===== config.mk =====
export PLATFORM = sky130hd
export DESIGN_NAME = pcm_to_float
export DESIGN_NICKNAME = d
export VERILOG_FILES = /design/src/rtl/pcm_to_float_pkg.sv /design/src/rtl/pcm_to_float_mag.sv /design/src/rtl/pcm_to_float_lod.sv /design/src/rtl/pcm_to_float_pack.sv /design/src/rtl/pcm_to_float.sv
export SDC_FILE = /design/constraint.sdc
export NUM_CORES = 1
export LEC_CHECK = 0
export BUFFER_PORTS_ARGS = -buffer_cell sky130_fd_sc_hd__clkbuf_2
export CAP_MARGIN = 20
export CORE_ASPECT_RATIO = 0.7
export CORE_MARGIN = 2
export CORE_UTILIZATION = 42
export DETAILED_ROUTE_END_ITERATION = 6
export HOLD_SLACK_MARGIN = 0.02
export PLACE_DENSITY_LB_ADDON = 0.1
export SETUP_SLACK_MARGIN = 0.02
export SYNTH_ARGS = -nofsm -noshare
export SYNTH_HDL_FRONTEND = slang
export SYNTH_SLANG_ARGS = --single-unit

===== constraint.sdc =====
create_clock -name clk_i -period 1.8 [get_ports clk_i]
set_clock_uncertainty 0.15 [all_clocks]
set_input_delay 0.27 -clock clk_i [delete_from_list [all_inputs] [get_ports clk_i]]
set_output_delay 0.27 -clock clk_i [all_outputs]
set_load 0.01 [all_outputs]

===== src/rtl/pcm_to_float_pkg.sv =====
package pcm_to_float_pkg;
  localparam int unsigned CODE_W = 16;
  localparam int unsigned EXP_W  = 8;
  localparam int unsigned FRAC_W = 23;
  localparam int unsigned BIAS   = 127;
  localparam int unsigned WORD_W = 1 + EXP_W + FRAC_W;
  localparam int unsigned POS_W  = $clog2(CODE_W);

  typedef struct packed {
    logic              sign;
    logic [EXP_W-1:0]  expo;
    logic [FRAC_W-1:0] frac;
  } sp_float_t;
endpackage


===== src/rtl/pcm_to_float_mag.sv =====
// Sign/magnitude front end: masks in unsigned mode, negates in signed mode.
module pcm_to_float_mag #(
  parameter int unsigned W = 16
) (
  input  logic [W-1:0] code_i,
  input  logic         signed_mode_i,
  output logic [W-1:0] mag_o,
  output logic         neg_o,
  output logic         is_zero_o,
  output logic         is_min_o
);
  logic [W-1:0] min_code;
  assign min_code = {1'b1, {(W-1){1'b0}}};

  assign neg_o     = signed_mode_i & code_i[W-1];
  // carry above the top bit falls off the W-bit sum
  assign mag_o     = neg_o ? (~code_i + W'(1)) : code_i;
  assign is_zero_o = (code_i == '0);
  assign is_min_o  = signed_mode_i & (code_i == min_code);
endmodule


===== src/rtl/pcm_to_float_lod.sv =====
// Leading-one detector: position of highest set bit.
module pcm_to_float_lod #(
  parameter int unsigned W = 16,
  localparam int unsigned PW = $clog2(W)
) (
  input  logic [W-1:0]  vec_i,
  output logic [PW-1:0] pos_o
);
  logic [W-1:0] above;
  logic [W-1:0] top_hot;

  assign above[W-1] = 1'b0;
  generate
    for (genvar i = 0; i < W - 1; i++) begin : g_above
      assign above[i] = above[i+1] | vec_i[i+1];
    end
    for (genvar i = 0; i < W; i++) begin : g_hot
      assign top_hot[i] = vec_i[i] & ~above[i];
    end
  endgenerate

  always_comb begin
    pos_o = '0;
    for (int i = 0; i < W; i++) begin
      if (top_hot[i]) pos_o = pos_o | PW'(i);
    end
  end
endmodule


===== src/rtl/pcm_to_float_pack.sv =====
// Builds exponent and fraction fields; applies special cases.
module pcm_to_float_pack
  import pcm_to_float_pkg::*;
(
  input  logic [CODE_W-1:0] mag_i,
  input  logic [POS_W-1:0]  pos_i,
  input  logic              neg_i,
  input  logic              is_zero_i,
  input  logic              is_min_i,
  input  logic              signed_mode_i,
  output sp_float_t         res_o
);
  localparam int unsigned SH_W  = $clog2(FRAC_W + 1);
  localparam int unsigned BODY_W = EXP_W + FRAC_W;

  logic [EXP_W-1:0]  expo;
  logic [SH_W-1:0]   sh_amt;
  logic [FRAC_W:0]   aligned;
  logic [BODY_W-1:0] body;
  sp_float_t         norm;

  // signed scale is one binade higher than unsigned
  assign expo    = EXP_W'(BIAS - CODE_W) + EXP_W'(pos_i) + EXP_W'(signed_mode_i);
  assign sh_amt  = SH_W'(FRAC_W) - SH_W'(pos_i);
  assign aligned = (FRAC_W + 1)'(mag_i) << sh_amt;
  // drop hidden one at FRAC_W, then insert exponent
  assign body    = (BODY_W'(aligned) & ~(BODY_W'(1) << FRAC_W))
                 | {expo, {FRAC_W{1'b0}}};

  assign norm = sp_float_t'({neg_i, body});

  always_comb begin
    if (is_zero_i)
      res_o = '0;
    else if (is_min_i)
      res_o = '{sign: 1'b1, expo: EXP_W'(BIAS), frac: '0};
    else
      res_o = norm;
  end
endmodule


===== src/rtl/pcm_to_float.sv =====
module pcm_to_float
  import pcm_to_float_pkg::*;
(
  input  logic              clk_i,
  input  logic              rst_ni,
  input  logic              in_valid_i,
  input  logic [CODE_W-1:0] in_data_i,
  input  logic              signed_mode_i,
  output logic              out_valid_o,
  output logic [WORD_W-1:0] out_data_o
);
  logic [CODE_W-1:0] mag;
  logic [POS_W-1:0]  pos;
  logic              neg, is_zero, is_min;
  sp_float_t         res;
  sp_float_t         res_q;
  logic              vld_q;

  pcm_to_float_mag #(.W(CODE_W)) u_mag (
    .code_i        (in_data_i),
    .signed_mode_i (signed_mode_i),
    .mag_o         (mag),
    .neg_o         (neg),
    .is_zero_o     (is_zero),
    .is_min_o      (is_min)
  );

  pcm_to_float_lod #(.W(CODE_W)) u_lod (
    .vec_i (mag),
    .pos_o (pos)
  );

  pcm_to_float_pack u_pack (
    .mag_i         (mag),
    .pos_i         (pos),
    .neg_i         (neg),
    .is_zero_i     (is_zero),
    .is_min_i      (is_min),
    .signed_mode_i (signed_mode_i),
    .res_o         (res)
  );

  always_ff @(posedge clk_i or negedge rst_ni) begin
    if (!rst_ni) begin
      vld_q <= 1'b0;
      res_q <= '0;
    end else begin
      vld_q <= in_valid_i;
      if (in_valid_i) res_q <= res;
    end
  end

  assign out_valid_o = vld_q;
  assign out_data_o  = res_q;
endmodule


==> reports/results.ini <==
[status]
status=finished with violations
violations=setup timing

[yosys]
synthTopCellsByArea=dfrtp_1, mux2i_1, xnor2_1, a21oi_1, nand2_1
ys_ff_latch=31
syn-cell-area_um2=2801
syn_area_per_cell_um2=8.782
yosys_warnings=0
synthTopCellsByCount=dfrtp_1, nand2_1, nor2_1, a21oi_1
synth_edf_count=0
ys_types=84
synthCells=319
ys.flop_type=dfrtp_1
synth_top_area_share_pct=27.69
seq_area_frac_synth_pct=27.69
synth-async-reset-ratio_pct=100.0
yosys.area.top_type=dfrtp_1
yosysMostFrequentCell=dfrtp_1
synthesis.nets=341

[sta]
hold_violations=0
grt_setup_unrepaired=true
slew_headroom_pct=49.67
whs_ns=0.08218
finalCriticalPeriod_ns=3.091
worst_slack_ns=-1.291
setup_tns_ns=-22.46
max_freq_mhz=323.5
worst_slew_pin_slew_ns=0.7550
fin_crit_sh_pct=171.7
slew_viol_final=0
setup_violations=21

[clock_tree]
clkTransAtPathRegs_ns=0.06
cts_root_buffer=clkbuf_8
clk_latency_ns=0.27
h-tree-depth=2
cts_buffer_depth=2
cts_tree=built
cts_buffers=5
clkSinkCount=31

[critical_path]
crit_path_start_kind=input port
critical_path.max_stage_delay_ns=0.60
critical_path_class=input port to register
critPathRequiredTime_ns=1.80
cp_max_fo=4
crit_path_top_delay_cell=or4_4
crit_chain=buf_8 -> or4_4 -> buf_6 -> nor4_4 -> o211a_1 -> o2111a_2 -> buf_6 -> o21ai_4 -> mux2i_2 -> mux2i_2 -> a222oi_1 -> nand2_1
endpoint_kind=register
critPathArrivalTime_ns=3.09

[layout]
nFillCells=339
drive_gt1_share_pct=63.57
nets=549
syn_to_final_growth_pct=90.13
diodes=0

[drt]
post_drt_wl_per_cell_um=20.09
wirelength_mm=12.42
drt_iter0_drc=382
via_count=3719
first_pass_iters=5
drc=0
drtAntennaViolNets=0
viasPerCell=6.018

[grt]
antenna_found_initial=0
grt_overflow_total=0
track_usage_pct=30.70
grt_pass1_vias=3379
grt_max_degree=32
grt_pass1_wl_mm=17.51

[floorplanning]
fp.dieH_um=72.33
start_util_pct=44.21
dieArea_um2=7350
core_area_um2=6336
die_w_um=101.6
io_pins=53
fp-row-count=24

[run]
cap_violations=0

[placement]
pre_cts_ws_ns=-1.608
place_congestion=1.001
place_hpwl_mm=8.413
portBuffers=51

[pwr]
p_per_area_nw_per_um2=592.9
p_int_uw=1948
leakage_uw=0.002355
pwr-share-clk_pct=17.6
net-switching-power_uw=1210
swShare_pct=38.32
combPwrFrac_pct=55.7
max-vdd-ir-drop_mv=0.4657
seqPwrFrac_pct=26.7

[min_path]
hp-class=input port to register

==> stage by stage <==
step	instances	util (%)	total power (µW)	instance area (µm²)
2_1_floorplan	319	-	1524	3000
3_3_place_gp	577	66.98	2119	4244
3_5_place_dp	577	66.98	2139	4244
4_1_cts	599	74.64	2839	4730
5_1_grt	618	84.06	3291	5326
6_report	618	84.06	3158	5326
==> final timing paths <==
kind,end,start,cells past startpoint,slack (ns)
min reg2reg,out_data_o[27],out_data_o[27],1,0.33
max in group asynchronous,out_data_o[31],rst_ni,2,0.57
max reg2reg,out_data_o[20],out_data_o[20],2,0.60
min in group asynchronous,out_data_o[22],rst_ni,2,0.44
max,out_data_o[22],in_data_i[4],12,-1.29
min,out_valid_o,in_valid_i,1,0.08
==> sequential cells by signal, summed over array words and instances, names as in the netlist <==
signal	cells
out_data_o	30
out_valid_o	1
==> worst max-delay path: cells and delay by family <==
family	cells	cell delay, ns
buf+inv	3	0.39
compound gates	4	1.09
mux	2	0.48
simple gates	3	0.87
==> cells in the final DEF (no fill, tap or decap), types with 5 or more instances in the layout <==
master	count
a21oi_1	8
buf_4	143
o211ai_1	7
clkbuf_2	43
xnor2_1	7
buf_6	31
nand3_1	10
nand4_1	5
a21oi_4	5
nor2b_1	9
mux2i_1	5
nor3_1	8
a21oi_2	5
inv_1	7
clkbuf_8	8
nor2_1	16
dfrtp_1	31
xor2_1	6
nand2_1	18
==> routing by layer <==
layer / global-route usage (%) / part of all wire (%)
met1: 46.03 / 44
met5: 0 / 0
met3: 9.634 / 10
met4: 2.252 / 1.8
met2: 45.10 / 44
==> cell families after synthesis <==
group | synth area share [%]
muxes | 5.896
AOI/OAI and AO/OA | 31.67
buffers and inverters | 6.118
adders and majority gates | 0.8931
other | 0.1339
and+or+nand+nor | 21.66
DFF | 27.69
xor gates and xnor gates | 5.940
==> power by group through the flow <==
stage               sequential [µW]  clock, µW  combinational (µW)
finish                          843        555                1760
global placement                846          0                1270
global route                    851        590                1850
detailed placement              849          0                1290
floorplan                       888          0                 636
CTS                             838        549                1450
==> layout make-up <==
class,instances,area (µm²),share of cell area [%]
tap,91,113.9,2.138
clock buffer,6,82.58,1.550
clock inverter,1,5.005,0.09396
sequential,31,775.7,14.56
timing repair buffer,226,1760,33.05
multi-input combinational,252,2532,47.55
inverter,11,56.30,1.057
==> timing repair <==
item / 4_1_cts / 5_1_grt
endpoints found under the hold margin: 31 / 0
resized for setup: 48 / 101
hold buffers: 1 / 0
endpoints found under the setup margin: 21 / 21
cloned: 1 / 0
pin swaps: 24 / 44
buffers inserted: 15 / 27
(Power assumes the default switching activity.)
